**config.mk**
```make
export PLATFORM = sky130hd
export DESIGN_NAME = vcap_irq_status
export DESIGN_NICKNAME = d
export VERILOG_FILES = /design/src/rtl/vcap_irq_pkg.sv /design/src/rtl/vcap_irq_sticky.sv /design/src/rtl/vcap_irq_live.sv /design/src/rtl/vcap_irq_regif.sv /design/src/rtl/vcap_irq_status.sv
export SDC_FILE = /design/constraint.sdc
export NUM_CORES = 1
export LEC_CHECK = 0
export BUFFER_PORTS_ARGS = -buffer_cell sky130_fd_sc_hd__clkbuf_2
export CAP_MARGIN = 30
export CORE_MARGIN = 8
export CORE_UTILIZATION = 40
export DETAILED_ROUTE_END_ITERATION = 16
export GPL_ROUTABILITY_DRIVEN = 0
export PLACE_DENSITY = 0.69
export SLEW_MARGIN = 10
export SYNTH_ARGS = -nofsm -noshare
export SYNTH_HDL_FRONTEND = slang
export SYNTH_SLANG_ARGS = --single-unit
```
**constraint.sdc**
```tcl
create_clock -name clk -period 0.9 [get_ports clk]
set_input_delay 0.135 -clock clk [delete_from_list [all_inputs] [get_ports clk]]
set_output_delay 0.135 -clock clk [all_outputs]
set_load 0.03 [all_outputs]
```
**src/rtl/vcap_irq_pkg.sv**
```systemverilog
package vcap_irq_pkg;

    localparam int STAT_W     = 32;
    localparam int RISC_W     = 4;
    localparam int STICKY_W   = 8;
    localparam int RISC_LSB   = 28;
    localparam int RUN_BIT    = 27;
    localparam int RACK_BIT   = 25;
    localparam int FIELD_BIT  = 24;
    localparam int STICKY_LSB = 12;

    // Sticky flag index, counted from STICKY_LSB upward
    typedef enum logic [2:0] {
        EV_FIFO_DROP  = 3'd0,
        EV_FIFO_TERM  = 3'd1,
        EV_RESYNC     = 3'd2,
        EV_PCI_PERR   = 3'd3,
        EV_FETCH_PERR = 3'd4,
        EV_ABORT      = 3'd5,
        EV_OPCODE     = 3'd6,
        EV_SYNC       = 3'd7
    } ev_idx_e;

endpackage

```
**src/rtl/vcap_irq_sticky.sv**
```systemverilog
module vcap_irq_sticky #(
    parameter int N = 8
) (
    input  logic         clk,
    input  logic         rst_n,
    input  logic [N-1:0] set_i,
    input  logic [N-1:0] clr_i,
    output logic [N-1:0] flags_o
);

    typedef struct packed {
        logic [N-1:0] flags;
    } sticky_t;

    sticky_t state_d, state_q;
    logic [N-1:0] next_bit;

    // One independent cell per flag; set has priority over clear
    for (genvar g = 0; g < N; g++) begin : g_cell
        always_comb begin
            if (set_i[g]) begin
                next_bit[g] = 1'b1;
            end else if (clr_i[g]) begin
                next_bit[g] = 1'b0;
            end else begin
                next_bit[g] = state_q.flags[g];
            end
        end
    end

    always_comb begin
        state_d       = state_q;
        state_d.flags = next_bit;
    end

    always_ff @(posedge clk or negedge rst_n) begin
        if (!rst_n) begin
            state_q <= '0;
        end else begin
            state_q <= state_d;
        end
    end

    assign flags_o = state_q.flags;

endmodule

```
**src/rtl/vcap_irq_live.sv**
```systemverilog
module vcap_irq_live #(
    parameter int RISC_W = 4
) (
    input  logic              clk,
    input  logic              rst_n,
    input  logic [RISC_W-1:0] risc_set_i,
    input  logic [RISC_W-1:0] risc_clr_i,
    input  logic              run_set_i,
    input  logic              run_clr_i,
    input  logic              run_kill_i,
    input  logic              i2c_done_i,
    input  logic              i2c_ack_i,
    output logic [RISC_W-1:0] risc_o,
    output logic              run_q_o,
    output logic              run_o,
    output logic              rack_o
);

    typedef struct packed {
        logic [RISC_W-1:0] risc;
        logic              run;
        logic              rack;
    } live_t;

    live_t state_d, state_q;

    always_comb begin
        state_d = state_q;

        for (int i = 0; i < RISC_W; i++) begin
            if (risc_set_i[i]) begin
                state_d.risc[i] = 1'b1;
            end else if (risc_clr_i[i]) begin
                state_d.risc[i] = 1'b0;
            end
        end

        // Kill outranks start, start outranks stop
        if (run_kill_i) begin
            state_d.run = 1'b0;
        end else if (run_set_i) begin
            state_d.run = 1'b1;
        end else if (run_clr_i) begin
            state_d.run = 1'b0;
        end

        if (i2c_done_i) begin
            state_d.rack = i2c_ack_i;
        end
    end

    always_ff @(posedge clk or negedge rst_n) begin
        if (!rst_n) begin
            state_q <= '0;
        end else begin
            state_q <= state_d;
        end
    end

    assign risc_o  = state_q.risc;
    assign run_q_o = state_q.run;
    assign run_o   = state_q.run & ~run_kill_i;
    assign rack_o  = state_q.rack;

endmodule

```
**src/rtl/vcap_irq_regif.sv**
```systemverilog
module vcap_irq_regif #(
    parameter int ADDR_W     = 2,
    parameter int DATA_W     = 32,
    parameter int STICKY_W   = 8,
    parameter int STICKY_LSB = 12,
    parameter int STAT_OFS   = 0,
    parameter int MASK_OFS   = 1
) (
    input  logic                clk,
    input  logic                rst_n,
    input  logic                rd_i,
    input  logic                wr_i,
    input  logic [ADDR_W-1:0]   addr_i,
    input  logic [DATA_W-1:0]   wdata_i,
    input  logic [DATA_W-1:0]   status_i,
    output logic [DATA_W-1:0]   rdata_o,
    output logic [DATA_W-1:0]   mask_o,
    output logic [STICKY_W-1:0] stat_clr_o
);

    localparam logic [ADDR_W-1:0] STAT_A = ADDR_W'(STAT_OFS);
    localparam logic [ADDR_W-1:0] MASK_A = ADDR_W'(MASK_OFS);

    typedef struct packed {
        logic [DATA_W-1:0] mask;
    } regif_t;

    regif_t state_d, state_q;
    logic   hit_stat;
    logic   hit_mask;

    always_comb begin
        hit_stat = (addr_i == STAT_A);
        hit_mask = (addr_i == MASK_A);

        state_d = state_q;
        if (wr_i && hit_mask) begin
            state_d.mask = wdata_i;
        end

        stat_clr_o = '0;
        if (wr_i && hit_stat) begin
            stat_clr_o = wdata_i[STICKY_LSB +: STICKY_W];
        end

        rdata_o = '0;
        if (rd_i) begin
            if (hit_stat) begin
                rdata_o = status_i;
            end else if (hit_mask) begin
                rdata_o = state_q.mask;
            end
        end
    end

    always_ff @(posedge clk or negedge rst_n) begin
        if (!rst_n) begin
            state_q <= '0;
        end else begin
            state_q <= state_d;
        end
    end

    assign mask_o = state_q.mask;

endmodule

```
**src/rtl/vcap_irq_status.sv**
```systemverilog
module vcap_irq_status
    import vcap_irq_pkg::*;
#(
    parameter int ADDR_W = 2
) (
    input  logic              clk,
    input  logic              rst_n,
    input  logic [ADDR_W-1:0] bus_addr,
    input  logic              bus_rd,
    input  logic              bus_wr,
    input  logic [31:0]       bus_wdata,
    output logic [31:0]       bus_rdata,
    input  logic [3:0]        dma_stat_set,
    input  logic [3:0]        dma_stat_clr,
    input  logic              dma_run_set,
    input  logic              dma_run_clr,
    output logic              dma_run,
    input  logic              field_even,
    input  logic              i2c_done,
    input  logic              i2c_ack,
    input  logic              sync_ovf,
    input  logic              sync_mismatch,
    input  logic              bad_opcode,
    input  logic              bad_sync_stat,
    input  logic              master_abort,
    input  logic              target_abort,
    input  logic              fetch_perr,
    input  logic              perr_resp_en,
    input  logic              pci_perr,
    input  logic              fifo_resync,
    input  logic              fifo_ovr_term,
    input  logic              fifo_ovr_drop,
    output logic              irq
);

    logic [STICKY_W-1:0] sticky_set;
    logic [STICKY_W-1:0] sticky_clr;
    logic [STICKY_W-1:0] sticky_q;
    logic [RISC_W-1:0]   risc_q;
    logic                run_q;
    logic                rack_q;
    logic                fetch_kill;
    logic [STAT_W-1:0]   status_word;
    logic [STAT_W-1:0]   mask_q;

    always_comb begin
        fetch_kill = fetch_perr & perr_resp_en;

        sticky_set                     = '0;
        sticky_set[int'(EV_FIFO_DROP)]  = fifo_ovr_drop;
        sticky_set[int'(EV_FIFO_TERM)]  = fifo_ovr_term;
        sticky_set[int'(EV_RESYNC)]     = fifo_resync;
        sticky_set[int'(EV_PCI_PERR)]   = pci_perr;
        sticky_set[int'(EV_FETCH_PERR)] = fetch_kill;
        sticky_set[int'(EV_ABORT)]      = master_abort | target_abort;
        sticky_set[int'(EV_OPCODE)]     = bad_opcode | bad_sync_stat;
        sticky_set[int'(EV_SYNC)]       = sync_ovf | sync_mismatch;
    end

    vcap_irq_sticky #(
        .N (STICKY_W)
    ) u_sticky (
        .clk     (clk),
        .rst_n   (rst_n),
        .set_i   (sticky_set),
        .clr_i   (sticky_clr),
        .flags_o (sticky_q)
    );

    vcap_irq_live #(
        .RISC_W (RISC_W)
    ) u_live (
        .clk        (clk),
        .rst_n      (rst_n),
        .risc_set_i (dma_stat_set),
        .risc_clr_i (dma_stat_clr),
        .run_set_i  (dma_run_set),
        .run_clr_i  (dma_run_clr),
        .run_kill_i (fetch_kill),
        .i2c_done_i (i2c_done),
        .i2c_ack_i  (i2c_ack),
        .risc_o     (risc_q),
        .run_q_o    (run_q),
        .run_o      (dma_run),
        .rack_o     (rack_q)
    );

    always_comb begin
        status_word                               = '0;
        status_word[RISC_LSB +: RISC_W]           = risc_q;
        status_word[RUN_BIT]                      = run_q;
        status_word[RACK_BIT]                     = rack_q;
        status_word[FIELD_BIT]                    = field_even;
        status_word[STICKY_LSB +: STICKY_W]       = sticky_q;
    end

    vcap_irq_regif #(
        .ADDR_W     (ADDR_W),
        .DATA_W     (STAT_W),
        .STICKY_W   (STICKY_W),
        .STICKY_LSB (STICKY_LSB),
        .STAT_OFS   (0),
        .MASK_OFS   (1)
    ) u_regif (
        .clk        (clk),
        .rst_n      (rst_n),
        .rd_i       (bus_rd),
        .wr_i       (bus_wr),
        .addr_i     (bus_addr),
        .wdata_i    (bus_wdata),
        .status_i   (status_word),
        .rdata_o    (bus_rdata),
        .mask_o     (mask_q),
        .stat_clr_o (sticky_clr)
    );

    assign irq = |(sticky_q & mask_q[STICKY_LSB +: STICKY_W]);

endmodule

```
; ---- After elaboration in Yosys (flattened, before gate mapping)
; Cells that the tools add are included.
[word_totals]
reg_bits = 46
in_bits = 63
[op_classes]
eq_ne = 1
muxes = 31
bitwise = 7
reduce_logical = 17
[op_table]
columns = cell, n
row1 = two-way mux 32 bit, 3
row2 = two-way mux 1 bit, 27
row3 = nonzero test 2 bit, 12
row4 = bitwise AND 8 bit, 1
row5 = two-way mux 8 bit, 1
row6 = OR reduction 8 bit, 1
row7 = OR 1 bit, 3
row8 = nonzero test 3 bit, 1
row9 = bitwise AND 1 bit, 2
row10 = "== test 2 x 1 -> 1 bit, second input constant", 1
row11 = logical AND 1 bit, 2
row12 = zero test 2 bit, 1
row13 = inverter 1 bit, 1

; ---- Longest topological paths before layout
; Gate-level depths: netlist of run 1.
[depth]
word_depth = 5
depth_mapped = 4
depth_no_buf = 2

; ---- Cells and area by module
; Synthesis of run 1 repeated with hierarchy kept, for this count alone.
[unflattened]
cells_unflattened = 202
hier_area_um2 = 2351.0
[by_module_without_submodules]
columns = mod, instances, cells_each, area_per_inst_um2, seq_area_each_um2
row1 = vcap_irq_regif, 1, 149, 1764.2, 800.8
row2 = vcap_irq_sticky, 1, 24, 290.3, 200.2
row3 = vcap_irq_live, 1, 19, 231.5, 150.1
row4 = vcap_irq_status, 1, 10, 65.1, 0.0

; ---- Worst setup path before layout of run 1
; OpenSTA, ideal clock, no wires.
[synth_path]
path_kind = input to output
startpoint = input bus_addr[1]
endpoint = output bus_rdata[16]
arrival_time_ns = 0.973
required_time_ns = 0.765
slack_ns = -0.208
path_stages = 3
path_buffers = 1
cell_sequence = nor3b_2 > buf_2 > a22o_1
[synth_between]
elab_chain_cells = 4
[synth_lines]
columns = element, line
row1 = from (decl), vcap_irq_status.sv:8  ; input logic [ADDR_W-1:0] bus_addr,
row2 = == test 2 x 1 -> 1 bit, vcap_irq_regif.sv:34  ; hit_mask = (addr_i == MASK_A);
row3 = two-way mux 32 bit, vcap_irq_regif.sv:50  ; end else if (hit_mask) begin
row4 = two-way mux 32 bit (*), vcap_irq_regif.sv:48  ; if (hit_stat) begin
row5 = two-way mux 32 bit (*), vcap_irq_regif.sv:47  ; if (rd_i) begin
row6 = to (decl), vcap_irq_status.sv:12  ; output logic [31:0] bus_rdata,
; Mark *: on every way between the ends. The rest lies on a longest branch, timed or not.

; ---- Worst setup path in the final report of run 1
[layout_path]
startpoint = register u_regif.state_q, in the netlist u_regif.mask_o[15]
endpoint = output irq
[layout_between]
elab_chain_cells = 2
[layout_lines]
columns = element, line
row1 = from (decl), vcap_irq_regif.sv:28  ; regif_t state_d, state_q;
row2 = from (signal assigned), vcap_irq_regif.sv:60  ; state_q <= state_d;
row3 = bitwise AND 8 bit, vcap_irq_status.sv:117  ; assign irq = |(sticky_q & mask_q[STICKY_LSB +: STICKY_W]);
row4 = OR reduction 8 bit, vcap_irq_status.sv:117
row5 = to (decl), vcap_irq_status.sv:33  ; output logic irq
; Every way passes these cells.

==> metrics.md, run 1 <==
| Metric | Value |
|---|---|
| Pins Over Slew Limit | 0 |
| Layout cells sized above 1 | 71.7% |
| Via density | 4.93 |
| Slew HR | 83.6% |
| Grt ovf | 0 |
| Clock Tree Buf Depth | 2 |
| CP Class | reg -> out |
| Failing checks | setup timing |
| WHS | 0.0243 ns |
| Synth Flop Type | dfrtp_1 |
| CP Capture Type | output pin |
| Htree depth | 2 |
| IO Pins | 97 |
| Clock share of power | 23.3% |
| Die area | 8170 um2 |
| Worst-margin pin slew | 0.245 ns |
| Clock Tree Root | clkbuf_8 |
| Drt first pass iters | 5 |
| Max-Cap Viols | 0 |
| XOR/XNOR share of the synthesized area | 0% |
| Initial antenna violation count | 0 |
| Detail Route Antenna Nets | 0 |
| Reg2reg start | u_regif.mask_o[13]$_DFFE_PN0P_ |
| Clock latency on the worst-skew pair | 0.29 ns |
| Num CTS Buffers | 5 |
| Die width | 90.4 um |
| Minimum clock period | 1.36 ns |
| CTS tree | done |
| Gate power share | 29.7% |
| Chip Height | 90.4 um |
| WL/cell | 18.3 um |
| Total chip power | 5.56 mW |
| First-pass GRT wire length | 10.6 mm |
| Placeable Area | 5440 um2 |
| FMAX | 0.736 GHz |
| Reg2reg path depth | 2 |
| Post-synthesis simple-gate area fraction | 10.1% |
| Hold Path Class | in -> reg |
| Largest net degree at the start of global routing | 47 |
| Final nets | 352 |
| Synth Instances | 163 |
| Power density over the cells | 1460 nW/um2 |
| Layout Utilization | 69.9% |
| Critical-path top delay cell | dfrtp_1 |
| Final hold vios | 0 |
| Post-Place Cells | 337 |
| Compound-cell area share of the yosys netlist | 11.5% |
| Sw power | 1.53 mW |
| DP Area | 3000 um2 |
| Tot GR Track Use | 15.9% |
| Post-synth EDFFs | 0 |
| Seq/Total Area, Yosys | 52.0% |
| Post-synth top cells | dfrtp_1, mux2_4, and2_1, a22o_1 |
| Synthesized area per cell | 13.6 um2 |
| Total number of vias | 1786 |
| Period Utilization, post-route | 151% |
| Switching Share | 27.4% |
| Largest family of logic cells by synthesized area | multiplexers |
| CP startpoint kind | flip-flop |
| Arr. time, crit path | 1.22 ns |
| Vias in the first global route | 2022 |
| Mux contribution to synthesized area | 21.9% |
| Adder-Cell Fraction of Synth Area | 0% |
| Critical path origin | u_regif.mask_o[15]$_DFFE_PN0P_ |
| #FFs+latches synth | 46 |
| Final Skew | 0 ns |
| Fill cells | 381 |
| Top cells by area, synth | dfrtp_1, mux2_4, a22o_1, and2_1, buf_6 |
| Input/output buffers | 96 |
| CP Data Required Time | 0.76 ns |
| Leak pwr | 1.94 nW |
| Mapped Area | 2210 um2 |
| Status | finished, violations left |
| Crit-path max cell delay | 0.42 ns |
| DRC | 0 |
| Final worst slack | -0.458 ns |
| Top cell type's share of synthesized area | 52.0% |
| Row count | 27 |
| Routed wire length | 6.64 mm |
| Top-count cell post-synth | dfrtp_1 |
| CP endpoint | irq |
| Internal power | 4.04 mW |
| Reg-to-reg slack, setup | -0.03 ns |
| Starting Density | 40.7% |
| DRT iter0 DRCs | 23 |
| Syn nets | 226 |
| RSZ-0062 raised after global routing | yes |
| Setup tns final | -13.36 ns |
| Post-synthesis cell type count | 22 |
| Final cell count without fillers | 362 |
| Setup Slack @ Placement | -0.374 ns |
| Multi-input logic area | 1150 um2 |
| DPL Wire Length | 4.19 mm |
| Synth Warn # | 0 |
| Final Cell Area | 3800 um2 |
| Reg power frac | 47.0% |
| Synth-to-Final Area Change | 71.6% |
| Setup violations, final | 66 |
| Biggest area consumer among synthesized cells | dfrtp_1 |
| Worst Path Max Fanout | 3 |
| Reg-to-Reg End | u_regif.mask_o[13]$_DFFE_PN0P_ |
| Clock transition at path regs | 0.08 ns |
| Ant diodes | 0 |
| CP cell instances | a22oi_2 > nand4_1 > buf_6 |
| Async set or reset register ratio after synthesis | 100% |
| Max VDD drop | 0.846 mV |
| Clock sink total | 46 |
| Register area | 1150 um2 |
## cells by family after synthesis
group,count (synthesis)
DFF,46
muxes,33
AOI/OAI and AO/OA,33
and+or+nand+nor,35
buffers and inverters,16
## critical path: cells and delay by family, from the launching register on
family | cells | cell delay, ns
AOI/OAI and AO/OA | 1 | 0.22
DFF | 1 | 0.42
and+or+nand+nor | 1 | 0.13
buffers and inverters | 1 | 0.17
## power by group through the flow
stage / registers [mW] / logic (mW) / clock network, mW
after floorplan: 2.56 / 0.859 / 0
after global placement: 2.62 / 1.22 / 0
after detailed placement: 2.62 / 1.24 / 0
after CTS: 2.59 / 1.51 / 1.36
after global routing: 2.65 / 1.76 / 1.42
final: 2.62 / 1.65 / 1.30
## metal layers
metal / part of all wire, % / vias up / routed length [um] / track usage (%)
met4: 0.65 / 0 / 43 / 3.33
met2: 47 / 81 / 3150 / 25.5
li1: - / 840 / - / -
met1: 45 / 859 / 3000 / 20.0
met3: 6.7 / 6 / 446 / 5.65
met5: 0 / - / 0 / 0
## repair_timing
| item | in CTS | in global routing |
|---|---|---|
| cloned | 3 | 4 |
| hold endpoints to repair | 46 | 0 |
| setup endpoints to repair | 34 | 67 |
| buffers inserted | 8 | 6 |
| hold buffers | 1 | 0 |
| gates resized for setup | 85 | 52 |
| pin swaps | 16 | 13 |
## area by class of cell
type                            instances  area share [%]
Multi-Input combinational cell        101            30.4
Tap cell                               72            2.37
Timing Repair Buffer                  127            33.7
Clock buffer                            6            2.17
Inverter                                8           0.790
Sequential cell                        46            30.3
Clock inverter                          2           0.329
## worst min path at each step
stage / cells after the start / end / from / slack (ns)
6_report: 2 / u_live.risc_o[0]$_DFFE_PN0P_ / dma_stat_set[0] / 0.02
2_1_floorplan: 0 / u_live.rack_o$_DFFE_PN0P_ / rst_n / -0.16
3_5_place_dp: 2 / u_regif.mask_o[23]$_DFFE_PN0P_ / rst_n / 0.14
3_3_place_gp: 2 / u_regif.mask_o[10]$_DFFE_PN0P_ / rst_n / 0.14
5_1_grt: 2 / u_sticky.flags_o[4]$_DFFE_PN0P_ / bus_wdata[16] / 0.02
4_1_cts: 2 / u_sticky.flags_o[4]$_DFFE_PN0P_ / bus_wdata[16] / 0.01
## sequential cells by signal (all words and copies together), names as in the netlist
register          cells
u_regif.mask_o       32
u_sticky.flags_o      8
u_live.risc_o         4
u_live.rack_o         1
u_live.run_q_o        1
## cells in the final DEF (no fill, tap or decap), types with 2 or more instances in the layout
master,synthesis,layout
mux2_4,30,32
a22o_2,0,2
buf_4,0,8
a22o_4,0,12
a21o_1,4,4
clkbuf_16,0,3
nor2_1,7,5
clkbuf_8,0,7
dfrtp_1,46,46
a22oi_2,0,3
buf_16,0,2
clkbuf_2,0,60
buf_6,5,12
buf_12,0,6
buf_8,0,34
a31oi_1,8,8
inv_1,8,8
nor3_1,3,3
and2_4,0,18
Power figures use the tool's default switching activity.
==> run 2, diff against run 1 <==
Settings changed: GPL_TIMING_DRIVEN set to 0.
==> run 2 against run 1 <==
Effect of this change:
- the flow still finishes with violations (setup timing)
- clock power down 7%
- clock skew unchanged
- worst hold slack worse by 0.010 ns
- sequential share of layout area down 0.46 points
- flip-flop and latch count unchanged
- sequential power about the same
- routed wire length up 4.3%
- first-iteration DRC count up 83%
- fmax down 7.1%
- via count up 2.2%
==> metrics.md, run 2 (synthesized netlist as in run 1, its figures left out) <==
| Metric | Value |
|---|---|
| DRC | 0 (unchanged) |
| Final nets | 358 (was 352) |
| Arr. time, crit path | 1.33 ns (was 1.22 ns) |
| CP endpoint | irq (unchanged) |
| Worst Path Max Fanout | 3 (unchanged) |
| Hold_sp | dma_stat_set[3] (was dma_stat_set[0]) |
| Leak pwr | 1.98 nW (was 1.94 nW) |
| Max VDD drop | 0.854 mV (was 0.846 mV) |
| Routed wire length | 6.92 mm (was 6.64 mm) |
| Clock sink total | 46 (unchanged) |
| Total number of vias | 1826 (was 1786) |
| Busiest grt layer | met2 (unchanged) |
| Worst-margin pin slew | 0.433 ns (was 0.245 ns) |
| Ant diodes | 0 (unchanged) |
| Grt ovf | 0 (unchanged) |
| Input/output buffers | 96 (unchanged) |
| CP Data Required Time | 0.76 ns (about the same) |
| CP Class | reg -> out (unchanged) |
| Reg power frac | 47.5% (was 47.0%) |
| Pins Over Slew Limit | 0 (unchanged) |
| Row count | 27 (unchanged) |
| Clock latency on the worst-skew pair | 0.29 ns (about the same) |
| Synth-to-Final Area Change | 74.3% (was 71.6%) |
| Htree depth | 2 (unchanged) |
| Critical-path top delay cell | dfrtp_1 (unchanged) |
| Period Utilization, post-route | 162% (was 151%) |
| Power density over the cells | 1420 nW/um2 (was 1460 nW/um2) |
| RSZ-0062 raised after global routing | yes (unchanged) |
| Minimum clock period | 1.46 ns (was 1.36 ns) |
| Reg2reg start | u_sticky.flags_o[7]$_DFFE_PN0P_ (was u_regif.mask_o[13]$_DFFE_PN0P_) |
| Detail Route Antenna Nets | 0 (unchanged) |
| Hold Path Class | in -> reg (unchanged) |
| Largest net degree at the start of global routing | 31 (was 47) |
| Met1 usage | 18.4% (was 20.0%) |
| Most frequent cells in the layout | clkbuf_2, dfrtp_1, buf_8 (unchanged) |
| Largest register FFs | 32 (unchanged) |
| Commonest non-fill, non-tap cell in the layout | clkbuf_2 (unchanged) |
| FMAX | 0.684 GHz (was 0.736 GHz) |
| Slew HR | 71.1% (was 83.6%) |
| CP startpoint kind | flip-flop (unchanged) |
| Layout cells sized above 1 | 70.5% (was 71.7%) |
| DRT iter0 DRCs | 42 (was 23) |
| IO Pins | 97 (unchanged) |
| Setup Slack @ Placement | -0.491 ns (was -0.374 ns) |
| Clock transition at path regs | 0.09 ns (was 0.08 ns) |
| Failing checks | setup timing (unchanged) |
| WHS | 0.0139 ns (was 0.0243 ns) |
| Die width | 90.4 um (unchanged) |
| Reg-to-Reg End | u_sticky.flags_o[7]$_DFFE_PN0P_ (was u_regif.mask_o[13]$_DFFE_PN0P_) |
| GR Util met3 | 7.23% (was 5.65%) |
| Crit-path max cell delay | 0.43 ns (was 0.42 ns) |
| CTS tree | done (unchanged) |
| Final worst slack | -0.562 ns (was -0.458 ns) |
| Final hold vios | 0 (unchanged) |
| CP cell instances | a22oi_1 > nand4_1 > clkbuf_8 (was a22oi_2 > nand4_1 > buf_6) |
| Sw power | 1.54 mW (was 1.53 mW) |
| Final Skew | 0 ns (unchanged) |
| Die area | 8170 um2 (unchanged) |
| Vias in the first global route | 1973 (was 2022) |
| Drt first pass iters | 4 (was 5) |
| Max-Cap Viols | 0 (unchanged) |
| Reg-to-reg slack, setup | -0.04 ns (was -0.03 ns) |
| Clock Tree Root | clkbuf_8 (unchanged) |
| WL/cell | 18.9 um (was 18.3 um) |
| Setup tns final | -14.20 ns (was -13.36 ns) |
| Starting Density | 40.7% (unchanged) |
| Via density | 4.98 (was 4.93) |
| CP Capture Type | output pin (unchanged) |
| DPL Wire Length | 4.30 mm (was 4.19 mm) |
| Layout Utilization | 71.0% (was 69.9%) |
| Num CTS Buffers | 5 (unchanged) |
| First-pass GRT wire length | 10.3 mm (was 10.6 mm) |
| Critical path origin | u_sticky.flags_o[7]$_DFFE_PN0P_ (was u_regif.mask_o[15]$_DFFE_PN0P_) |
| Setup violations, final | 67 (was 66) |
| Clock Tree Buf Depth | 2 (unchanged) |
| Initial antenna violation count | 0 (unchanged) |
| Reg2reg path depth | 3 (was 2) |
| Gate power share | 30.4% (was 29.7%) |
| M2 GR Usage | 25.2% (was 25.5%) |
| Clock share of power | 22.0% (was 23.3%) |
| Switching Share | 28.0% (was 27.4%) |
| Chip Height | 90.4 um (unchanged) |
| Placeable Area | 5440 um2 (unchanged) |
| Tot GR Track Use | 15.5% (was 15.9%) |
| Status | finished, violations left (unchanged) |
| Internal power | 3.95 mW (was 4.04 mW) |
[run 2: cell types whose count changed in the layout (fill, tap and decap cells not counted), moves of 2 or more]
cell       previous run  this run
a22o_4               12        10
buf_4                 8        11
buf_8                34        37
clkbuf_16             3         6
clkbuf_2             60        58
mux2_1                0         2
mux2_4               32        30
nor2_1                5         7
[run 2: repair_timing]
item                                    4_1_cts  5_1_grt
pin swaps                                     6       13
hold endpoints to repair                     16        0
buffers inserted                              6       15
cloned                                        1        6
hold buffers                                  1        0
resized for setup                            87       60
endpoints found under the setup margin       34       94
[run 2: critical path: cells and delay by family, from the launching register on]
family                 cells  cell delay, ns
AND/OR/NAND/NOR            1            0.16
AO/OA/AOI/OAI              1            0.24
buffers and inverters      1            0.20
flip-flops                 1            0.43
[run 2: routing by layer]
layer / share of wire [%] / vias to the layer above / routed length [um]
met5: 0 / - / 0
met4: 0.90 / 0 / 62
met3: 8.7 / 7 / 599
met2: 48 / 79 / 3350
met1: 42 / 888 / 2910
li1: - / 852 / -
[run 2: worst min-delay path by stage]
stage,endpoint,slack (ns),depth (start not counted)
2_1_floorplan,u_live.rack_o$_DFFE_PN0P_,-0.16,0
3_3_place_gp,u_live.risc_o[0]$_DFFE_PN0P_,0.32,2
3_5_place_dp,u_regif.mask_o[10]$_DFFE_PN0P_,0.11,1
4_1_cts,u_live.risc_o[3]$_DFFE_PN0P_,0.01,2
5_1_grt,u_live.risc_o[0]$_DFFE_PN0P_,0.005,2
6_report,u_live.risc_o[3]$_DFFE_PN0P_,0.01,2
[run 2: stage by stage]
stage	std cells	instance area (um2)	power [mW]
finish	367	3860	5.48
floorplan	163	2340	3.42
global placement	331	2910	3.79
detailed placement	332	2930	3.84
CTS	347	3480	5.28
global route	367	3860	5.75
[run 2: power by group through the flow]
stage	registers, mW	clock network (mW)	logic [mW]
floorplan	2.56	0	0.859
global placement	2.61	0	1.19
detailed placement	2.62	0	1.22
CTS	2.59	1.24	1.45
global route	2.65	1.32	1.78
finish	2.61	1.21	1.67
[run 2: cell type report]
class,instances,area [um2]
buffer,7,118
clock buffer,5,68.8
clock inverter,2,10.0
fill,368,1580
inverter,8,30.0
multi-input combinational,101,1140
sequential,46,1150
tap,72,90.1
timing repair buffer,126,1250
==> run 3, diff against run 2 <==
Settings changed: BUFFER_PORTS_ARGS -buffer_cell sky130_fd_sc_hd__clkbuf_2 to not set, DONT_BUFFER_PORTS set to 1, GPL_TIMING_DRIVEN 0 to not set, PLACE_DENSITY 0.69 to 0.53, SETUP_SLACK_MARGIN set to 0.15.
==> run 3 against run 2 <==
Effect of this change:
- the flow finishes with violations (hold timing, setup timing)
- highest routed layer unchanged
- non-clock buffer count shrank 45
- critical path type unchanged
- critical endpoint unchanged
- power grew 4.4%
- via count shrank 10%
- routed wire length shrank 7.4%
- final cell count shrank 13%
- design area shrank 9.4%
- die area is the same
==> metrics.md, run 3 (synthesized netlist as in run 1, its figures left out) <==
| Metric | Value |
|---|---|
| Reg2reg start | u_regif.mask_o[12]$_DFFE_PN0P_ (was u_sticky.flags_o[7]$_DFFE_PN0P_) |
| Vias in the first global route | 1841 (was 1973) |
| Via density | 5.12 (was 4.98) |
| WL/cell | 20.0 um (was 18.9 um) |
| Crit path buffers/inverters | 1 (unchanged) |
| Clock sink total | 46 (unchanged) |
| Clock Tree Buf Depth | 2 (unchanged) |
| IO Pins | 97 (unchanged) |
| Largest net degree at the start of global routing | 47 (was 31) |
| WHS | -0.473 ns (was 0.0139 ns) |
| Clock latency on the worst-skew pair | 0.29 ns (about the same) |
| CP startpoint kind | flip-flop (unchanged) |
| Most frequent cells in the layout | dfrtp_1, buf_6, dlygate4sd3_1 (was clkbuf_2, dfrtp_1, buf_8) |
| Reg2reg path depth | 4 (was 3) |
| Critical path origin | u_sticky.flags_o[3]$_DFFE_PN0P_ (was u_sticky.flags_o[7]$_DFFE_PN0P_) |
| Largest register FFs | 32 (unchanged) |
| Detail Route Antenna Nets | 0 (unchanged) |
| Failing checks | hold timing, setup timing (was setup timing) |
| Worst-margin pin slew | 0.228 ns (was 0.433 ns) |
| CTS tree | done (unchanged) |
| Setup violations, final | 45 (was 67) |
| Htree depth | 2 (unchanged) |
| Initial antenna violation count | 0 (unchanged) |
| Top Layer Used | met4 (unchanged) |
| Placeable Area | 5440 um2 (unchanged) |
| Final nets | 313 (was 358) |
| Leak pwr | 1.69 nW (was 1.98 nW) |
| Setup Slack @ Placement | -0.118 ns (was -0.491 ns) |
| Row count | 27 (unchanged) |
| Final Skew | 0 ns (unchanged) |
| Total number of vias | 1643 (was 1826) |
| Starting Density | 40.7% (unchanged) |
| Crit-path max cell delay | 0.41 ns (was 0.43 ns) |
| Hold Path Class | in -> async (was in -> reg) |
| Power density over the cells | 1640 nW/um2 (was 1420 nW/um2) |
| Metal-1 WL | 2.39 mm (was 2.91 mm) |
| DP Area | 2570 um2 (was 2930 um2) |
| CP Class | reg -> out (unchanged) |
| CP Data Required Time | 0.76 ns (about the same) |
| Status | finished, violations left (unchanged) |
| Grt ovf | 0 (unchanged) |
| Minimum clock period | 1.34 ns (was 1.46 ns) |
| Die area | 8170 um2 (unchanged) |
| Chip Height | 90.4 um (unchanged) |
| First-pass GRT wire length | 9.52 mm (was 10.3 mm) |
| Clock Tree Root | clkbuf_8 (unchanged) |
| Die width | 90.4 um (unchanged) |
| Commonest non-fill, non-tap cell in the layout | dfrtp_1 (was clkbuf_2) |
| Critical-path top delay cell | dfrtp_1 (unchanged) |
| DRT iter0 DRCs | 23 (was 42) |
| Input/output buffers | 0 (was 96) |
| Arr. time, crit path | 1.20 ns (was 1.33 ns) |
| DRC | 0 (unchanged) |
| Final Cell Area | 3500 um2 (was 3860 um2) |
| Synth-to-Final Area Change | 57.9% (was 74.3%) |
| Reg-to-Reg End | u_regif.mask_o[12]$_DFFE_PN0P_ (was u_sticky.flags_o[7]$_DFFE_PN0P_) |
| Metal2 WL | 3.51 mm (was 3.35 mm) |
| Delay-heaviest family, CP | flip-flops (unchanged) |
| Period Utilization, post-route | 148% (was 162%) |
| DPL Wire Length | 4.01 mm (was 4.30 mm) |
| WL met3 | 426 um (was 599 um) |
| Drt first pass iters | 4 (unchanged) |
| CP Capture Type | output pin (unchanged) |
| Max-Cap Viols | 0 (unchanged) |
| Clock transition at path regs | 0.08 ns (was 0.09 ns) |
| Final hold vios | 56 (was 0) |
| Final worst slack | -0.436 ns (was -0.562 ns) |
| Slew HR | 84.8% (was 71.1%) |
| Ant diodes | 0 (unchanged) |
| Worst Path Max Fanout | 2 (was 3) |
| RSZ-0062 raised after global routing | yes (unchanged) |
| Reg-to-reg slack, setup | -0.20 ns (was -0.04 ns) |
| FMAX | 0.748 GHz (was 0.684 GHz) |
| Layout cells sized above 1 | 55.4% (was 70.5%) |
| Pins Over Slew Limit | 0 (unchanged) |
| Max VDD drop | 1.06 mV (was 0.854 mV) |
| Tot GR Track Use | 14.7% (was 15.5%) |
| Num CTS Buffers | 5 (unchanged) |
| Routed wire length | 6.41 mm (was 6.92 mm) |
| CP cell instances | a22oi_2 > nand4_1 > buf_6 (was a22oi_1 > nand4_1 > clkbuf_8) |
## run 3: per-stage QoR
step | util [%] | power [mW] | cells | TNS, ns
2_1_floorplan | - | 3.43 | 163 | -1.70
3_3_place_gp | 47.2 | 3.65 | 250 | -2.44
3_5_place_dp | 47.2 | 3.70 | 250 | -3.19
4_1_cts | 58.1 | 5.37 | 294 | -7.19
5_1_grt | 64.3 | 5.98 | 321 | -9.30
6_report | 64.3 | 5.72 | 321 | -7.77
## run 3: routing by layer
metal / global-route usage (%) / vias up
li1: - / 750
met5: 0 / -
met2: 26.5 / 59
met3: 6.48 / 9
met4: 5.27 / 0
met1: 14.5 / 825
## run 3: worst max path at each step
| stage | to | cells past startpoint | slack (ns) |
|---|---|---|---|
| floorplan | irq | 2 | -0.11 |
| global placement | irq | 3 | -0.13 |
| detailed placement | bus_rdata[12] | 3 | -0.12 |
| CTS | irq | 3 | -0.42 |
| global route | irq | 3 | -0.51 |
| finish | irq | 3 | -0.44 |
## run 3: where the power goes
part           internal (mW)  switching [mW]  total (mW)
clock                  0.593           0.648        1.24
sequential              2.37           0.240        2.61
combinational           1.25           0.614        1.87
## run 3: area by class of cell
class	instances	area, um2
Clock buffer	6	82.6
Fill cell	388	1940
Inverter	8	30.0
Multi-Input combinational cell	101	1220
Sequential cell	46	1150
Tap cell	72	90.1
Timing Repair Buffer	88	925
## run 3: worst register-to-register path, cell delays in order, from the launching register on
cell and delay, ns:
dfrtp_1 0.42, buf_6 0.13, buf_6 0.10, buf_6 0.10
mux2_4 0.24
## run 3: what timing repair did
item	CTS	global route
setup endpoints to repair	71	76
gates cloned	0	0
hold buffers	24	11
buffers inserted	14	16
hold endpoints to repair	92	68
resized for setup	34	28
pin swaps	20	5
